[src/rtl/lcd_raster_pkg.sv]
`timescale 1ns/1ps
package lcd_raster_pkg;
  typedef enum logic [3:0] {
    REG_ENABLE  = 4'h0,
    REG_HTIME   = 4'h1,
    REG_FLEN    = 4'h2,
    REG_VSLEN   = 4'h3,
    REG_HWIN    = 4'h4,
    REG_VWIN_LO = 4'h5,
    REG_VWIN_HI = 4'h6,
    REG_POL     = 4'h7,
    REG_FILL    = 4'h8,
    REG_BORDER  = 4'h9
  } reg_addr_e;

  localparam int unsigned HI_LSB    = 16;
  localparam int unsigned RECOV_BIT = 16;
  localparam int unsigned POL_H_BIT = 0;
  localparam int unsigned POL_V_BIT = 1;
endpackage

[src/rtl/lrg_cfg_regs.sv]
`timescale 1ns/1ps
module lrg_cfg_regs
  import lcd_raster_pkg::*;
#(
  parameter int DATA_W = 32,
  parameter int ADDR_W = 4,
  parameter int H_W    = 12,
  parameter int F_W    = 24,
  parameter int CH_W   = 8,
  parameter int PIX_W  = 24
) (
  input  logic              clk_i,
  input  logic              rst_ni,
  input  logic              wr_en_i,
  input  logic [ADDR_W-1:0] wr_addr_i,
  input  logic [DATA_W-1:0] wr_data_i,
  output logic              en_req_o,
  output logic [H_W-1:0]    htotal_o,
  output logic [H_W-1:0]    hs_width_o,
  output logic [F_W-1:0]    flen_o,
  output logic [F_W-1:0]    vs_len_o,
  output logic [H_W-1:0]    hwin_lo_o,
  output logic [H_W-1:0]    hwin_hi_o,
  output logic [F_W-1:0]    vwin_lo_o,
  output logic [F_W-1:0]    vwin_hi_o,
  output logic              pol_h_o,
  output logic              pol_v_o,
  output logic [CH_W-1:0]   fill_o,
  output logic              recov_o,
  output logic [PIX_W-1:0]  border_o
);
  logic unused_bits;
  assign unused_bits = ^wr_data_i;

  always_ff @(posedge clk_i or negedge rst_ni) begin
    if (!rst_ni) begin
      en_req_o   <= 1'b0;
      htotal_o   <= '0;
      hs_width_o <= '0;
      flen_o     <= '0;
      vs_len_o   <= '0;
      hwin_lo_o  <= '0;
      hwin_hi_o  <= '0;
      vwin_lo_o  <= '0;
      vwin_hi_o  <= '0;
      pol_h_o    <= 1'b0;
      pol_v_o    <= 1'b0;
      fill_o     <= '0;
      recov_o    <= 1'b0;
      border_o   <= '0;
    end else if (wr_en_i) begin
      case (wr_addr_i)
        ADDR_W'(REG_ENABLE):  en_req_o <= wr_data_i[0];
        ADDR_W'(REG_HTIME): begin
          htotal_o   <= wr_data_i[H_W-1:0];
          hs_width_o <= wr_data_i[HI_LSB +: H_W];
        end
        ADDR_W'(REG_FLEN):    flen_o   <= wr_data_i[F_W-1:0];
        ADDR_W'(REG_VSLEN):   vs_len_o <= wr_data_i[F_W-1:0];
        ADDR_W'(REG_HWIN): begin
          hwin_lo_o <= wr_data_i[H_W-1:0];
          hwin_hi_o <= wr_data_i[HI_LSB +: H_W];
        end
        ADDR_W'(REG_VWIN_LO): vwin_lo_o <= wr_data_i[F_W-1:0];
        ADDR_W'(REG_VWIN_HI): vwin_hi_o <= wr_data_i[F_W-1:0];
        ADDR_W'(REG_POL): begin
          pol_h_o <= wr_data_i[POL_H_BIT];
          pol_v_o <= wr_data_i[POL_V_BIT];
        end
        ADDR_W'(REG_FILL): begin
          fill_o  <= wr_data_i[CH_W-1:0];
          recov_o <= wr_data_i[RECOV_BIT];
        end
        ADDR_W'(REG_BORDER):  border_o <= wr_data_i[PIX_W-1:0];
        default: ;
      endcase
    end
  end
endmodule

[src/rtl/lrg_scan_ctr.sv]
`timescale 1ns/1ps
module lrg_scan_ctr #(
  parameter int H_W = 12,
  parameter int F_W = 24
) (
  input  logic           clk_i,
  input  logic           rst_ni,
  input  logic           en_req_i,
  input  logic [H_W-1:0] htotal_i,
  input  logic [F_W-1:0] flen_i,
  output logic           run_o,
  output logic [H_W-1:0] h_cnt_o,
  output logic [F_W-1:0] f_cnt_o,
  output logic           at_last_o
);
  logic h_last;

  // >= keeps the counters bounded if a length shrinks while running
  assign at_last_o = (flen_i == '0) ? (f_cnt_o == '1) : (f_cnt_o >= flen_i - F_W'(1));
  assign h_last    = (htotal_i == '0) ? (h_cnt_o == '1) : (h_cnt_o >= htotal_i - H_W'(1));

  always_ff @(posedge clk_i or negedge rst_ni) begin
    if (!rst_ni) begin
      run_o   <= 1'b0;
      h_cnt_o <= '0;
      f_cnt_o <= '0;
    end else if (!run_o || at_last_o) begin
      run_o   <= en_req_i;
      h_cnt_o <= '0;
      f_cnt_o <= '0;
    end else begin
      f_cnt_o <= f_cnt_o + F_W'(1);
      h_cnt_o <= h_last ? '0 : h_cnt_o + H_W'(1);
    end
  end
endmodule

[src/rtl/lrg_range_cmp.sv]
`timescale 1ns/1ps
module lrg_range_cmp #(
  parameter int W = 12
) (
  input  logic [W-1:0] val_i,
  input  logic [W-1:0] lo_i,
  input  logic [W-1:0] hi_i,
  output logic         in_o
);
  assign in_o = (val_i >= lo_i) && (val_i <= hi_i);
endmodule

[src/rtl/lrg_window.sv]
`timescale 1ns/1ps
module lrg_window #(
  parameter int H_W = 12,
  parameter int F_W = 24
) (
  input  logic           run_i,
  input  logic [H_W-1:0] h_cnt_i,
  input  logic [F_W-1:0] f_cnt_i,
  input  logic [H_W-1:0] hs_width_i,
  input  logic [F_W-1:0] vs_len_i,
  input  logic [H_W-1:0] hwin_lo_i,
  input  logic [H_W-1:0] hwin_hi_i,
  input  logic [F_W-1:0] vwin_lo_i,
  input  logic [F_W-1:0] vwin_hi_i,
  output logic           hs_act_o,
  output logic           vs_act_o,
  output logic           req_o
);
  logic h_in, v_in;

  lrg_range_cmp #(.W(H_W)) u_hcmp (
    .val_i(h_cnt_i), .lo_i(hwin_lo_i), .hi_i(hwin_hi_i), .in_o(h_in)
  );
  lrg_range_cmp #(.W(F_W)) u_vcmp (
    .val_i(f_cnt_i), .lo_i(vwin_lo_i), .hi_i(vwin_hi_i), .in_o(v_in)
  );

  assign hs_act_o = run_i && (h_cnt_i < hs_width_i);
  assign vs_act_o = run_i && (f_cnt_i < vs_len_i);
  assign req_o    = run_i && h_in && v_in;
endmodule

[src/rtl/lrg_pix_out.sv]
`timescale 1ns/1ps
module lrg_pix_out #(
  parameter int PIX_W = 24
) (
  input  logic             clk_i,
  input  logic             rst_ni,
  input  logic             run_i,
  input  logic             frame_end_i,
  input  logic             hs_act_i,
  input  logic             vs_act_i,
  input  logic             req_i,
  input  logic [PIX_W-1:0] pix_i,
  input  logic             pix_valid_i,
  input  logic             pol_h_i,
  input  logic             pol_v_i,
  input  logic             recov_i,
  input  logic [PIX_W-1:0] fill_i,
  input  logic [PIX_W-1:0] border_i,
  output logic [PIX_W-1:0] rgb_o,
  output logic             hsync_o,
  output logic             vsync_o,
  output logic             de_o
);
  logic             uf_hold;
  logic [PIX_W-1:0] rgb_d;

  always_comb begin
    if (!run_i)                     rgb_d = '0;
    else if (!req_i)                rgb_d = border_i;
    else if (pix_valid_i && !uf_hold) rgb_d = pix_i;
    else                            rgb_d = fill_i;
  end

  always_ff @(posedge clk_i or negedge rst_ni) begin
    if (!rst_ni) begin
      uf_hold <= 1'b0;
      rgb_o   <= '0;
      hsync_o <= 1'b0;
      vsync_o <= 1'b0;
      de_o    <= 1'b0;
    end else begin
      rgb_o   <= rgb_d;
      hsync_o <= hs_act_i ^ pol_h_i;
      vsync_o <= vs_act_i ^ pol_v_i;
      de_o    <= req_i;
      // frame-end clear wins over an underflow on the last count
      if (!run_i)                     uf_hold <= 1'b0;
      else if (frame_end_i && recov_i) uf_hold <= 1'b0;
      else if (req_i && !pix_valid_i)  uf_hold <= 1'b1;
    end
  end
endmodule

[src/rtl/lcd_raster_gen.sv]
`timescale 1ns/1ps
module lcd_raster_gen #(
  parameter int DATA_W  = 32,
  parameter int ADDR_W  = 4,
  parameter int H_W     = 12,
  parameter int F_W     = 24,
  parameter int CH_W    = 8,
  localparam int NCH    = 3,
  localparam int PIX_W  = NCH * CH_W
) (
  input  logic              clk_i,
  input  logic              rst_ni,
  input  logic              wr_en_i,
  input  logic [ADDR_W-1:0] wr_addr_i,
  input  logic [DATA_W-1:0] wr_data_i,
  input  logic [PIX_W-1:0]  pix_i,
  input  logic              pix_valid_i,
  output logic              pix_req_o,
  output logic [PIX_W-1:0]  rgb_o,
  output logic              hsync_o,
  output logic              vsync_o,
  output logic              de_o
);
  logic             en_req, pol_h, pol_v, recov;
  logic [H_W-1:0]   htotal, hs_width, hwin_lo, hwin_hi, h_cnt;
  logic [F_W-1:0]   fperiod, vs_len, vwin_lo, vwin_hi, f_cnt;
  logic [CH_W-1:0]  fill;
  logic [PIX_W-1:0] border, fill_rep;
  logic             run_q, at_last, hs_act, vs_act;

  assign fill_rep = {NCH{fill}};

  lrg_cfg_regs #(
    .DATA_W(DATA_W), .ADDR_W(ADDR_W), .H_W(H_W), .F_W(F_W), .CH_W(CH_W), .PIX_W(PIX_W)
  ) u_cfg (
    .clk_i(clk_i), .rst_ni(rst_ni),
    .wr_en_i(wr_en_i), .wr_addr_i(wr_addr_i), .wr_data_i(wr_data_i),
    .en_req_o(en_req), .htotal_o(htotal), .hs_width_o(hs_width),
    .flen_o(fperiod), .vs_len_o(vs_len),
    .hwin_lo_o(hwin_lo), .hwin_hi_o(hwin_hi),
    .vwin_lo_o(vwin_lo), .vwin_hi_o(vwin_hi),
    .pol_h_o(pol_h), .pol_v_o(pol_v),
    .fill_o(fill), .recov_o(recov), .border_o(border)
  );

  lrg_scan_ctr #(.H_W(H_W), .F_W(F_W)) u_ctr (
    .clk_i(clk_i), .rst_ni(rst_ni), .en_req_i(en_req),
    .htotal_i(htotal), .flen_i(fperiod),
    .run_o(run_q), .h_cnt_o(h_cnt), .f_cnt_o(f_cnt), .at_last_o(at_last)
  );

  lrg_window #(.H_W(H_W), .F_W(F_W)) u_win (
    .run_i(run_q), .h_cnt_i(h_cnt), .f_cnt_i(f_cnt),
    .hs_width_i(hs_width), .vs_len_i(vs_len),
    .hwin_lo_i(hwin_lo), .hwin_hi_i(hwin_hi),
    .vwin_lo_i(vwin_lo), .vwin_hi_i(vwin_hi),
    .hs_act_o(hs_act), .vs_act_o(vs_act), .req_o(pix_req_o)
  );

  lrg_pix_out #(.PIX_W(PIX_W)) u_out (
    .clk_i(clk_i), .rst_ni(rst_ni),
    .run_i(run_q), .frame_end_i(run_q && at_last),
    .hs_act_i(hs_act), .vs_act_i(vs_act), .req_i(pix_req_o),
    .pix_i(pix_i), .pix_valid_i(pix_valid_i),
    .pol_h_i(pol_h), .pol_v_i(pol_v), .recov_i(recov),
    .fill_i(fill_rep), .border_i(border),
    .rgb_o(rgb_o), .hsync_o(hsync_o), .vsync_o(vsync_o), .de_o(de_o)
  );
endmodule

[config.mk]
export PLATFORM = sky130hd
export DESIGN_NAME = lcd_raster_gen
export DESIGN_NICKNAME = d
export VERILOG_FILES = /design/src/rtl/lcd_raster_pkg.sv /design/src/rtl/lrg_cfg_regs.sv /design/src/rtl/lrg_scan_ctr.sv /design/src/rtl/lrg_range_cmp.sv /design/src/rtl/lrg_window.sv /design/src/rtl/lrg_pix_out.sv /design/src/rtl/lcd_raster_gen.sv
export SDC_FILE = /design/constraint.sdc
export NUM_CORES = 1
export LEC_CHECK = 0
export BUFFER_PORTS_ARGS = -buffer_cell sky130_fd_sc_hd__buf_4
export CAP_MARGIN = 20
export CELL_PAD_IN_SITES_DETAIL_PLACEMENT = 1
export CELL_PAD_IN_SITES_GLOBAL_PLACEMENT = 2
export CORE_MARGIN = 2
export CORE_UTILIZATION = 43
export CTS_BUF_LIST = sky130_fd_sc_hd__clkbuf_16
export CTS_CLUSTER_DIAMETER = 60
export CTS_CLUSTER_SIZE = 8
export DETAILED_ROUTE_END_ITERATION = 12
export PLACE_DENSITY_LB_ADDON = 0.25
export SETUP_SLACK_MARGIN = 0.15
export SLEW_MARGIN = 20
export SYNTH_ARGS = -nofsm -noshare
export SYNTH_HDL_FRONTEND = slang
export SYNTH_SLANG_ARGS = --single-unit
[constraint.sdc]
create_clock -name clk_i -period 14.8 [get_ports clk_i]
set_input_delay 2.22 -clock clk_i [delete_from_list [all_inputs] [get_ports clk_i]]
set_output_delay 2.22 -clock clk_i [all_outputs]
set_load 0.02 [all_outputs]
==> summary.md <==
| Metric | Value |
|---|---|
| P_int | `1.60 mW` |
| DR WL/cell | `21.0 microns` |
| P&R area growth vs syn | `16.2%` |
| HP Start | `u_cfg.en_req_o` |
| Layout cells sized above 1 | `19.6%` |
| Maxcap violations | `0` |
| Netlist Area Pre-Place | `13500 sq um` |
| Ys async rst share | `100%` |
| Layout Nets | `1604` |
| Syn_nets | `1506` |
| Core Area | `30700 sq um` |
| Distinct cells, synth | `50` |
| IO Count | `92` |
| RePlAce Congestion | `0.780` |
| Tmin final | `6400 ps` |
| Post-route DRC | `0` |
| Setup violators final | `0` |
| #FFs+latches synth | `245` |
| EDFF count, synth | `0` |
| Clk_lat worst skew | `520 ps` |
| Clock Path Buffers | `3` |
| Flop pwr share | `40.0%` |
| CTS Hold Bufs | `0` |
| Synth area leaders | `dfrtp_1, ha_1, mux2_2` |
| Drt first pass iters | `4` |
| Largest net degree at the start of global routing | `82` |
| Max_slew headroom | `44.4%` |
| CP Data Arrival Time | `4180 ps` |
| Maximum VDD drop | `0.0872 mV` |
| Logic pwr share | `26.7%` |
| Synth warn | `0` |
| Syn avg cell area | `10.4 sq um` |
| N_diodes | `0` |
| Design area | `15700 sq um` |
| DP Area | `14600 sq um` |
| Outcome | `finished clean` |
| Final Hold Violating Endpoints | `0` |
| Routed vias/inst | `5.55` |
| Clock transition at the registers of the reported paths | `50 ps` |
| Worst slew pin tran | `826 ps` |
| Yosys top cell area share | `45.4%` |
| Worst EP required | `12580 ps` |
| Antenna violations before repair | `0` |
| Leakage | `7.62 nW` |
| Total design power | `2.34 mW` |
| Row count | `64` |
| Postcts setup bufs | `0` |
| Dominant cell type by area after synthesis | `dfrtp_1` |
| Max incr delay on CP | `760 ps` |
| Power Density | `149 nW/um^2` |
| Hold crit path type | `flip-flop to flip-flop` |
| Via count | `9959` |
| Die area | `32900 sq um` |
| Pins Over Slew Limit | `0` |
| Synth Flop Type | `dfrtp_1` |
| Hpwl dp | `25.9 mm` |
| CTS tree | `done` |
| Total CTS buffers | `37` |
| Clock root buffer | `clkbuf_16` |
| CP Launch Point | `u_ctr.f_cnt_o[11]` |
| Setup_tns | `0 ps` |
| Crit start category | `flip-flop` |
| Gate Count Post-Synth | `1295` |
| Crit Path Max Fanout | `51` |
| Post-synth top cells | `dfrtp_1, ha_1, nand2_1, inv_1, mux2_2` |
| RSZ-0062 raised after global routing | `false` |
| Fmax | `156 MHz` |
| Cell Chain, Critical Path | `ha_1 > nand4_1 > nor4_1 > nor3_1 > o31ai_1 > nand4_1 > a211oi_4 > buf_4 > buf_4` |
| Seq/Total Area, Yosys | `45.4%` |
| Gr usage total | `23.6%` |
| Most common cell in the netlist | `dfrtp_1` |
| Crit Path Class | `flip-flop to output port` |
| Critical Path Sink Type | `output port` |
| Routed wire length | `37.7 mm` |
| First-pass GRT wire length | `60.3 mm` |
| Initial Utilization | `43.9%` |
| Switching power of the nets | `0.741 mW` |
| DR iter-0 viols | `406` |
| Vias in the first global route | `10.6k` |
| DIE WIDTH | `181 microns` |
| Crit-path slowest cell | `nor4_1` |
| Final Cycle Share | `43.2%` |
| Clock share of power | `33.3%` |
| Die Y | `181 microns` |
| Post-CTS sizing | `0` |
| R2R Path Start | `u_cfg.flen_o[4]` |
| Num Clock Sinks | `245` |
| Final ANT Viol Nets | `0` |
| Port bufs | `87` |
| Switching share of power | `31.7%` |
| Final Util | `51.0%` |
| Grt total ovfl | `0` |
| Clk_skew | `18.8 ps` |
| H-Tree Depth | `2` |
-- state kept, by name, indices dropped and copies added (netlist names), 8 cells and up --
register,cells
u_cfg.vs_len_o,24
u_cfg.hs_width_o,12
u_cfg.hwin_hi_o,12
u_ctr.f_cnt_o,24
u_cfg.hwin_lo_o,12
u_ctr.h_cnt_o,12
u_cfg.vwin_lo_o,24
u_cfg.vwin_hi_o,24
u_cfg.fill_o,8
u_cfg.border_o,24
u_cfg.flen_o,24
u_cfg.htotal_o,12
u_out.rgb_o,24
-- power by group through the flow --
stage / Clock (mW) / Combinational [mW] / Sequential (mW)
after floorplan: 0 / 0.415 / 0.929
after global routing: 0.823 / 0.715 / 0.957
after CTS: 0.796 / 0.635 / 0.936
after global placement: 0 / 0.594 / 0.938
after detailed placement: 0 / 0.625 / 0.945
final: 0.778 / 0.625 / 0.935
-- through the flow --
step / worst slack (ps) / instances / hold WS (ps)
detailed placement: 9020 / 1749 / 465
global placement: 9020 / 1749 / 451
global route: 8170 / 1794 / 488
finish: 8400 / 1794 / 474
floorplan: 9730 / 1295 / 428
CTS: 8440 / 1793 / 473
-- placed cells by master (no fill, tap or decap), types with 15 or more instances in the layout --
cell type / count
o211a_1: 25
buf_4: 99
a21o_1: 20
nor2_1: 60
clkbuf_16: 37
a21oi_1: 61
nand3_1: 25
nand4_1: 25
xnor2_1: 30
xor2_1: 35
mux2_2: 112
nor2b_1: 18
inv_1: 115
o21ai_0: 92
nand2_1: 122
dfrtp_1: 245
nand2b_1: 15
ha_1: 147
-- path summary, 6_finish.rpt --
check | end | slack, ps | cells after the start
min in group asynchronous | u_ctr.f_cnt_o[18] | 1700 | 1
max | pix_req_o | 8400 | 9
max in group asynchronous | u_cfg.border_o[23] | 11170 | 3
min reg2reg | u_ctr.run_o | 470 | 1
max reg2reg | u_ctr.h_cnt_o[11] | 9100 | 17
min | u_ctr.run_o | 470 | 1
-- worst max-delay path: cells and delay by family (launching register included) --
| family | cells | cell delay [ps] |
|---|---|---|
| buffers and inverters | 2 | 720 |
| AO/OA/AOI/OAI | 2 | 500 |
| AND/OR/NAND/NOR | 4 | 1450 |
| flip-flops | 1 | 540 |
| adder cells (fa/ha/maj) | 1 | 410 |
-- logic make-up (layout without fill, tap and decap cells) --
group / Yosys count / after routing / share of synthesized area [%]
AO/OA/AOI/OAI: 237 / 237 / 10.9
AND/OR/NAND/NOR: 333 / 333 / 12.2
buffers and inverters: 156 / 259 / 4.34
multiplexers: 112 / 112 / 9.34
flip-flops: 245 / 245 / 45.4
adder cells (fa/ha/maj): 147 / 147 / 13.6
XOR/XNOR: 65 / 65 / 4.21
-- layer usage --
metal / routed length [microns] / share of wire, % / GRT usage, % / vias to the layer above
li1: - / - / - / 4693
met1: 17400 / 46 / 32.2 / 5043
met2: 17700 / 47 / 38.7 / 150
met3: 1050 / 2.8 / 2.68 / 73
met4: 1510 / 4.0 / 9.30 / 0
met5: 0 / 0 / 0 / -
-- area by class of cell --
cell class	count	area (sq um)
Timing Repair Buffer	101	786
Multi-Input combinational cell	894	6820
Tap cell	396	495
Clock inverter	7	109
Inverter	114	428
Sequential cell	245	6130
Fill cell	3397	15100
Clock buffer	37	926
No activity file was read; power rests on OpenSTA's default activity.
